$ cat config.mk
export PLATFORM = sky130hd
export DESIGN_NAME = lcd_bootseq
export DESIGN_NICKNAME = d
export VERILOG_FILES = /design/src/rtl/lcd_bootseq_pkg.sv /design/src/rtl/lcd_bootseq_rom.sv /design/src/rtl/lcd_bootseq_ctr.sv /design/src/rtl/lcd_bootseq.sv
export SDC_FILE = /design/constraint.sdc
export NUM_CORES = 1
export LEC_CHECK = 0
export CAP_MARGIN = 30
export CORE_MARGIN = 2
export CORE_UTILIZATION = 50
export CTS_CLUSTER_SIZE = 14
export DETAILED_ROUTE_END_ITERATION = 12
export GPL_TIMING_DRIVEN = 0
export PLACE_DENSITY = 0.72
export SYNTH_ARGS = -nofsm -noshare
export SYNTH_HDL_FRONTEND = slang
export SYNTH_SLANG_ARGS = --single-unit
$ cat constraint.sdc
create_clock -name clk -period 4 [get_ports clk]
set_input_delay 0.4 -clock clk [delete_from_list [all_inputs] [get_ports clk]]
set_output_delay 0.4 -clock clk [all_outputs]
set_load 0.03 [all_outputs]
$ cat src/rtl/lcd_bootseq_pkg.sv
package lcd_bootseq_pkg;

   localparam int unsigned SEQ_LEN = 15;
   localparam int unsigned IDX_W   = $clog2(SEQ_LEN + 1);

   typedef enum logic [2:0] {
      ST_PULSE,
      ST_TOGGLE,
      ST_HOLD,
      ST_POLL_START,
      ST_POLL_HI,
      ST_POLL_LO,
      ST_IDLE
   } seq_state_t;

   typedef struct packed {
      logic       rs;
      logic [7:0] code;
   } seq_item_t;

   function automatic seq_item_t item_at(input logic [IDX_W-1:0] i);
      seq_item_t it;
      case (i)
         4'd0, 4'd1, 4'd2, 4'd3: it = '{rs: 1'b0, code: 8'h38};
         4'd4:  it = '{rs: 1'b0, code: 8'h08};
         4'd5:  it = '{rs: 1'b0, code: 8'h01};
         4'd6:  it = '{rs: 1'b0, code: 8'h0C};
         4'd7:  it = '{rs: 1'b0, code: 8'h06};
         4'd8:  it = '{rs: 1'b1, code: 8'h57};
         4'd9:  it = '{rs: 1'b1, code: 8'h45};
         4'd10: it = '{rs: 1'b1, code: 8'h4C};
         4'd11: it = '{rs: 1'b1, code: 8'h43};
         4'd12: it = '{rs: 1'b1, code: 8'h4F};
         4'd13: it = '{rs: 1'b1, code: 8'h4D};
         4'd14: it = '{rs: 1'b1, code: 8'h45};
         default: it = '{rs: 1'b0, code: 8'h00};
      endcase
      return it;
   endfunction

endpackage

$ cat src/rtl/lcd_bootseq_rom.sv
module lcd_bootseq_rom
   import lcd_bootseq_pkg::*;
(
   input  logic [IDX_W-1:0] idx,
   output logic [7:0]       code,
   output logic             rs
);
   seq_item_t it;

   always_comb begin
      it   = item_at(idx);
      code = it.code;
      rs   = it.rs;
   end
endmodule

$ cat src/rtl/lcd_bootseq_ctr.sv
module lcd_bootseq_ctr #(
   parameter int unsigned W = 18
) (
   input  logic         clk,
   input  logic         rst,
   input  logic         clr,
   input  logic [W-1:0] limit,
   output logic         hit
);
   logic [W-1:0] cnt;

   assign hit = (cnt == limit - 1'b1);

   always_ff @(posedge clk) begin
      if (rst || clr)
         cnt <= '0;
      else if (hit)
         cnt <= '0;
      else
         cnt <= cnt + 1'b1;
   end

   assert_cnt_bound_R5: assert property (@(posedge clk) disable iff (rst)
      cnt < limit)
      else $error("interval counter passed its limit");
endmodule

$ cat src/rtl/lcd_bootseq.sv
module lcd_bootseq
   import lcd_bootseq_pkg::*;
#(
   parameter int unsigned STEP_CYCLES    = 210000,
   parameter int unsigned EN_HIGH_CYCLES = 50,
   parameter bit          BUSY_POLL      = 1'b0
) (
   input  logic       clk,
   input  logic       rst,
   input  logic [7:0] lcd_din,
   output logic [7:0] lcd_dout,
   output logic       lcd_doe,
   output logic       lcd_rs,
   output logic       lcd_rw,
   output logic       lcd_en,
   output logic       done
);
   localparam int unsigned MAXC = (STEP_CYCLES > EN_HIGH_CYCLES) ? STEP_CYCLES : EN_HIGH_CYCLES;
   localparam int unsigned CW   = $clog2(MAXC + 1);
   localparam logic [IDX_W-1:0] LAST = IDX_W'(SEQ_LEN - 1);

   if (EN_HIGH_CYCLES < 1) begin : g_bad_en
      $error("EN_HIGH_CYCLES must be at least 1");
   end
   if (STEP_CYCLES < 2) begin : g_bad_step
      $error("STEP_CYCLES must be at least 2");
   end

   seq_state_t       st;
   logic [IDX_W-1:0] idx;
   logic [IDX_W-1:0] idx_nxt;
   logic [7:0]       nxt_code;
   logic             nxt_rs;
   logic [7:0]       first_code;
   logic             first_rs;
   logic [CW-1:0]    lim;
   logic             hit;
   logic             ctr_clr;
   logic             bsy;

   assign idx_nxt = idx + 1'b1;

   lcd_bootseq_rom u_rom_next (.idx(idx_nxt), .code(nxt_code), .rs(nxt_rs));
   lcd_bootseq_rom u_rom_first (.idx('0), .code(first_code), .rs(first_rs));

   assign lim     = (st == ST_HOLD) ? CW'(STEP_CYCLES) : CW'(EN_HIGH_CYCLES);
   assign ctr_clr = (st == ST_TOGGLE) || (st == ST_POLL_START) || (st == ST_IDLE);

   lcd_bootseq_ctr #(.W(CW)) u_ctr (
      .clk(clk), .rst(rst), .clr(ctr_clr), .limit(lim), .hit(hit)
   );

   if (BUSY_POLL) begin : g_poll
      logic unused_low;
      assign unused_low = ^lcd_din[6:0];
      always_ff @(posedge clk) begin
         if (rst)
            bsy <= 1'b0;
         else if (st == ST_POLL_HI && hit)
            bsy <= lcd_din[7];
      end
   end else begin : g_timed
      logic unused_din;
      assign unused_din = ^lcd_din;
      assign bsy = 1'b0;
   end

   always_ff @(posedge clk) begin
      if (rst) begin
         st       <= ST_PULSE;
         idx      <= '0;
         lcd_dout <= first_code;
         lcd_rs   <= first_rs;
         lcd_rw   <= 1'b0;
         lcd_en   <= 1'b1;
         done     <= 1'b0;
      end else begin
         unique case (st)
            ST_PULSE: begin
               if (hit) st <= ST_TOGGLE;
            end
            ST_TOGGLE: begin
               lcd_en <= 1'b0;
               st     <= BUSY_POLL ? ST_POLL_START : ST_HOLD;
            end
            ST_POLL_START: begin
               lcd_rw <= 1'b1;
               lcd_rs <= 1'b0;
               lcd_en <= 1'b1;
               st     <= ST_POLL_HI;
            end
            ST_POLL_HI: begin
               if (hit) begin
                  lcd_en <= 1'b0;
                  st     <= ST_POLL_LO;
               end
            end
            ST_HOLD, ST_POLL_LO: begin
               if (hit) begin
                  if (st == ST_POLL_LO && bsy) begin
                     lcd_en <= 1'b1;
                     st     <= ST_POLL_HI;
                  end else if (idx == LAST) begin
                     lcd_rw <= 1'b0;
                     done   <= 1'b1;
                     st     <= ST_IDLE;
                  end else begin
                     idx      <= idx_nxt;
                     lcd_dout <= nxt_code;
                     lcd_rs   <= nxt_rs;
                     lcd_rw   <= 1'b0;
                     lcd_en   <= 1'b1;
                     st       <= ST_PULSE;
                  end
               end
            end
            ST_IDLE: begin
               lcd_en <= 1'b0;
            end
            default: st <= ST_IDLE;
         endcase
      end
   end

   assign lcd_doe = ~lcd_rw;

   assert_write_stable_R4: assert property (@(posedge clk) disable iff (rst)
      (lcd_en && $past(lcd_en) && !lcd_rw) |-> ($stable(lcd_dout) && $stable(lcd_rs)))
      else $error("write data moved while enable high");

   assert_read_is_status_R7: assert property (@(posedge clk) disable iff (rst)
      lcd_rw |-> !lcd_rs)
      else $error("status read with register select high");

   assert_done_sticky_R9: assert property (@(posedge clk) disable iff (rst)
      done |=> done)
      else $error("done dropped");

   assert_idle_quiet_R9: assert property (@(posedge clk) disable iff (rst)
      (done && $past(done)) |-> (!lcd_en && !lcd_rw))
      else $error("activity after done");

   if (!BUSY_POLL) begin : g_timed_chk
      assert_timed_no_read_R5: assert property (@(posedge clk) disable iff (rst)
         !lcd_rw)
         else $error("timed variant issued a read");
   end
endmodule

After elaboration in Yosys (flattened, before gate mapping)
Memories as Yosys holds them, arrays and structs flattened.
Cells that the tools add are included.
Widths: inputs -> output; s select.
{"block": "op_classes", "addsub": 3, "n_bitwise": 3, "n_eq_ne": 15, "muxes": 19, "reduce_logical": 19}
{"cell": "$mux 8", "n": 4}
{"cell": "$add 18x1->18 const B", "n": 1}
{"cell": "$eq 18x18->1", "n": 1}
{"cell": "$mux 18", "n": 1}
{"cell": "$pmux 3 s6", "n": 1}
{"cell": "$sub 18x1->18 const B", "n": 1}
{"cell": "$mux 3", "n": 4}
{"cell": "$reduce_and 3->1", "n": 4}
{"cell": "$ne 2x2->1 const B", "n": 5}
{"cell": "$eq 3x3->1 const B", "n": 3}
{"cell": "$reduce_and 4->1", "n": 2}
{"cell": "$eq 3x2->1 const B", "n": 2}
{"cell": "$mux 1", "n": 6}
{"cell": "$ne 3x3->1 const B", "n": 2}
{"cell": "$reduce_bool 2->1", "n": 3}
{"cell": "$reduce_or 2->1", "n": 3}
{"cell": "$add 4x1->4 const B", "n": 1}
{"cell": "$eq 4x4->1 const B", "n": 1}
{"cell": "$pmux 1 s2", "n": 2}
{"cell": "$pmux 1 s4", "n": 1}
{"cell": "$reduce_bool 4->1", "n": 1}
{"cell": "$eq 3x1->1 const B", "n": 1}
{"cell": "$logic_not 3->1", "n": 1}
{"cell": "$logic_or 1x1->1", "n": 3}
{"cell": "other kinds (3)", "n": 5}
{"block": "word_totals", "in_bits": 10, "word_cells": 69, "reg_bits": 37, "rom_bits": 256, "memories": 2, "out_inout_bits": 13}
{"name": "(no name shown)", "depth": 16, "width": 8, "rd": 1, "rd_ports_with_merged_regs": 0, "write_ports": 0, "line_no": "lcd_bootseq_pkg.sv:23", "rtl": "case (i)"}
{"name": "(no name shown)", "depth": 16, "width": 8, "rd": 1, "rd_ports_with_merged_regs": 0, "write_ports": 0, "line_no": "lcd_bootseq_pkg.sv:23"}

Longest topological paths before layout
{"block": "depth", "word_depth": 7, "depth_mapped": 7, "mapped_depth_nobuf": 6}

Modules after synthesis
A second synthesis with hierarchy kept.
{"block": "hier_totals", "cells_unflattened": 334, "hier_area_um2": 2926.6}
{"mod": "lcd_bootseq_ctr", "n_inst": 1, "cells_each": 175, "area_per_inst_um2": 1463.9, "seq_area_each_um2": 360.3}
{"mod": "lcd_bootseq", "n_inst": 1, "cells_each": 97, "area_per_inst_um2": 992.2, "seq_area_each_um2": 470.5}
{"mod": "lcd_bootseq_rom", "n_inst": 2, "cells_each": 31, "area_per_inst_um2": 235.2, "seq_area_each_um2": 0.0}

Least setup slack after synthesis
Ideal clock, no wire load.
{"block": "synth_timing", "path_type": "flip-flop to flip-flop", "start": "register st[2]", "end": "register lcd_rs (enable)", "path_slack_ns": 1.945, "t_arrival_ns": 1.763, "setup_time_ns": 0.292, "stages_incl_launch_ff": 7, "t_required_ns": 3.708, "path_buffers": 1, "synth_period_minus_slack_ns": 2.055, "path_cell_list": "dfxtp_1 or3b_1 buf_2 nor4_2 o21a_2 a31o_2 nand2b_1"}
{"block": "synth_via", "elab_chain_cells": 6, "word_cells_on_any_way": 11, "cone_classes": "1 x add/sub; 6 x eq/ne; 1 x mux; 3 x reduce/logical"}
{"item": "start: declaration", "line_no": "lcd_bootseq.sv:29", "rtl": "seq_state_t st;"}
{"item": "start signal: assignment", "line_no": "lcd_bootseq.sv:84", "rtl": "st <= BUSY_POLL ? ST_POLL_START : ST_HOLD;"}
{"item": "$eq 3x2->1", "line_no": "lcd_bootseq.sv:46, lcd_bootseq.sv:78"}
{"item": "$mux 18", "line_no": "lcd_bootseq.sv:46", "rtl": "assign lim = (st == ST_HOLD) ? CW'(STEP_CYCLES) : CW'(EN_HIGH_CYCLES);"}
{"item": "$sub 18x1->18", "line_no": "lcd_bootseq_ctr.sv:12", "rtl": "assign hit = (cnt == limit - 1'b1);"}
{"item": "$eq 18x18->1", "line_no": "lcd_bootseq_ctr.sv:12"}
{"item": "$ne 3x3->1 (no source line)"}
{"item": "$reduce_and 3->1 (no source line) *"}
{"item": "end signal: assignment", "line_no": "lcd_bootseq.sv:73", "rtl": "lcd_rs <= first_rs;"}
{"item": "end signal: assignment", "line_no": "lcd_bootseq.sv:110", "rtl": "lcd_rs <= nxt_rs;"}
{"item": "end: declaration", "line_no": "lcd_bootseq.sv:13", "rtl": "output logic lcd_rs,"}
Mark *: on every way between the ends. The rest lies on a longest branch, timed or not.
A chain may end at the register's enable or synchronous reset.

Final worst setup path
Same ends and word-level chain as after synthesis.

==> impl_metrics.yaml <==
power_and_ir_drop:
  p_per_area_nw_per_um2: 320
  total_power_mw: 0.725
  vdd_drop_max_mv: 0.205
  p_leak_nw: 0.818
clocking:
  cts_tree: "done"
  ctsHoldBuffers: 0
  cts_sinks: 36
  clk_pin_slew_worst_paths_ps: 70
  ctsResizeCount: 0
  cts_root_buffer: "clkbuf_8"
  cts_max_level: 2
  clockBufferDepth: 2
  cts_setup_buffers: 0
  cts_buffers: 5
  insertion_delay_ps: 290
setup_path:
  r2r_start: "st[2]$_SDFFE_PP0P_"
  critPathMaxFanout: 9
  crit_arrival_ps: 2330
  reg2reg_slack_ps: 1690
  end_kind: "register"
  r2r-end: "lcd_rs$_SDFFCE_PP0P_"
  worstSetupStartpointType: "register"
  rr_worst_depth: 6
  worstSetupPathType: "register to register"
  required_ps: 4020
logic_synthesis:
  ys_seq_area_share_pct: 40.5
  synth_warnings: 0
  avgSynthCellArea_um2: 9.32
  synth_edf_count: 8
  async_flop_share_pct: 0
  syn-cell-area_um2: 1980
  synth_ff_type: "dfxtp_1"
  synthDominantCellAreaShare_pct: 28.4
  synth_top_cell_by_area: "dfxtp_1"
  synthCells: 212
  syn-num-nets: 230
  yosys_register_bits: 36
  synth_area_leaders: "dfxtp_1, edfxtp_1, nor2_1, ha_1, xor2_1"
  ys_types: 57
timing:
  layout_setup_ws_ps: 1690
  fin_crit_ps: 2310
  worstMarginPinSlew_ps: 722
  fin_crit_sh_pct: 57.7
  slew_headroom_pct: 51.4
  report.final.slew_viol_count: 0
  rsz0062_at_grt: "false"
  fin_setup_tns_ps: 0
  hold_violations: 0
  setup_viol: 0
  finClkSkew_ps: 5.75
  clock.fmax_mhz: 434
  whs_ps: 484
placed_design:
  pre_cts_slack_ps: 1690
  dp_cells: 272
  routabilityCongestion: 0.841
  hpwlAfterDp_mm: 2.62
  numPortBuffers: 12
flow_run:
  drv_cap: 0
global_routing:
  grt_max_degree: 12
  first_global_vias: 1386
  grt_first_pass_wirelength_mm: 6.24
  grt_overflow: 0
  antenna_found_initial: 0
  grt_util_all_layers_pct: 18.7
min_path:
  hold_path.class: "register to register"
  hp-start: "done$_SDFFE_PP0P_"
  hold_depth: 2
  holdPathEnd: "done$_SDFFE_PP0P_"
final_layout:
  drive_gt1_share_pct: 9.48
  syn2layout_area_growth_pct: 14.6
  final_cells: 280
  n_antenna_cell: 0
  fin_nets: 249
route:
  vias: 1536
  drc: 0
  wirelength_mm: 3.58
  routedWlPerCell_um: 12.8
  drtAntennaViolNets: 0
  drtPass1Iterations: 4
  initialDrtViolationCount: 85
  vias_per_cell: 5.49
floorplan:
  initial_core_util_pct: 52.8
  fp.coreArea_um2: 3740
  die_h_um: 66.9
  die-area_um2: 4470
  ios: 23
  chipWidth_um: 66.9
  fp-row-count: 22
status:
  status: "finished, final reports clean"
==> layout by cell type (no fill, tap or decap), drive strengths merged, types with 5 or more instances in the layout <==
cell type      instances
ha                     8
xor2                  11
nor3                   8
clkbuf                11
nor2                  28
nand3                  8
buf                    5
a211oi                 5
a21oi                  6
xnor2                  8
inv                    5
dfxtp                 28
nand2                 11
edfxtp                 8
nor4                   5
clkdlybuf4s50         12
==> how the worst max path moves through the flow <==
stage                                       to  slack, ps               startpoint
after floorplan           lcd_rs$_SDFFCE_PP0P_       1940       st[2]$_SDFFE_PP0P_
after global placement    lcd_rs$_SDFFCE_PP0P_       1710       st[2]$_SDFFE_PP0P_
after detailed placement  lcd_rs$_SDFFCE_PP0P_       1690       st[2]$_SDFFE_PP0P_
after CTS                 lcd_rs$_SDFFCE_PP0P_       1670       st[2]$_SDFFE_PP0P_
after global routing      lcd_rs$_SDFFCE_PP0P_       1530  u_ctr.cnt[5]$_SDFF_PP0_
final                     lcd_rs$_SDFFCE_PP0P_       1690       st[2]$_SDFFE_PP0P_
==> critical path, stage by stage (launching register included) <==
cell and delay (ps):
dfxtp_1 390, or3b_1 390, buf_2 170, nor4_2 340
o21a_2 280, a31o_2 310, nand2b_1 140
==> layer usage <==
metal / track usage, % / vias up / routed length (um)
li1: - / 796 / -
met2: 30.4 / 29 / 1710
met5: 0 / - / 0
met4: 8.93 / 0 / 65
met3: 5.57 / 7 / 158
met1: 22.6 / 704 / 1640
==> where the power goes <==
| part | total (mW) | leakage (nW) | internal [mW] | switching (mW) |
|---|---|---|---|---|
| clock network | 0.317 | 0.0552 | 0.185 | 0.133 |
| logic | 0.0274 | 0.464 | 0.0103 | 0.0171 |
| registers | 0.380 | 0.298 | 0.375 | 0.00577 |
==> registers in the layout, indices dropped and copies added, names as in the netlist <==
name,count
lcd_rs,1
lcd_rw,1
lcd_dout,7
st,3
u_ctr.cnt,18
lcd_en,1
idx,4
done,1
==> synthesized netlist by cell type, drive strengths merged, types with 2 or more instances <==
library cell,count
nor3,8
nand3b,4
nor4,5
edfxtp,8
dfxtp,28
ha,8
clkbuf,5
mux2,3
and3,4
or3b,2
and4,2
and2,4
or4bb,2
xnor2,8
buf,5
mux2i,3
nor3b,2
nor2b,3
or4,2
a21oi,6
nand4,4
nand2,11
a211oi,5
xor2,11
nand3,8
a31oi,2
nor2,28
o21ai,3
nand2b,3
inv,5
or3,3
==> area by class of cell <==
class	count	area (um2)
fill	357	1480
multi-input combinational	161	1110
sequential	36	801
timing repair buffer	12	120
clock buffer	6	72.6
tap	48	60.1
buffer	10	46.3
clock inverter	2	35.0
inverter	5	18.8
==> stage by stage <==
step,utilization [%],instance area [um2]
finish,60.5,2260
global route,60.5,2260
CTS,60.5,2260
detailed placement,57.6,2160
global placement,57.6,2160
floorplan,-,1980
==> kinds of logic (layout without fill, tap and decap cells) <==
family          after synthesis  in the layout  synth area share, %
flops                        36             36                 40.5
simple gates                 98             98                 29.1
fa+ha+maj                     8              8                 5.07
mux                           6              6                 3.23
xor+xnor                     19             19                 8.42
other cells                   1              1                0.190
compound gates               29             29                 10.2
buf+inv                      15             35                 3.29
Power figures use the tool's default switching activity.
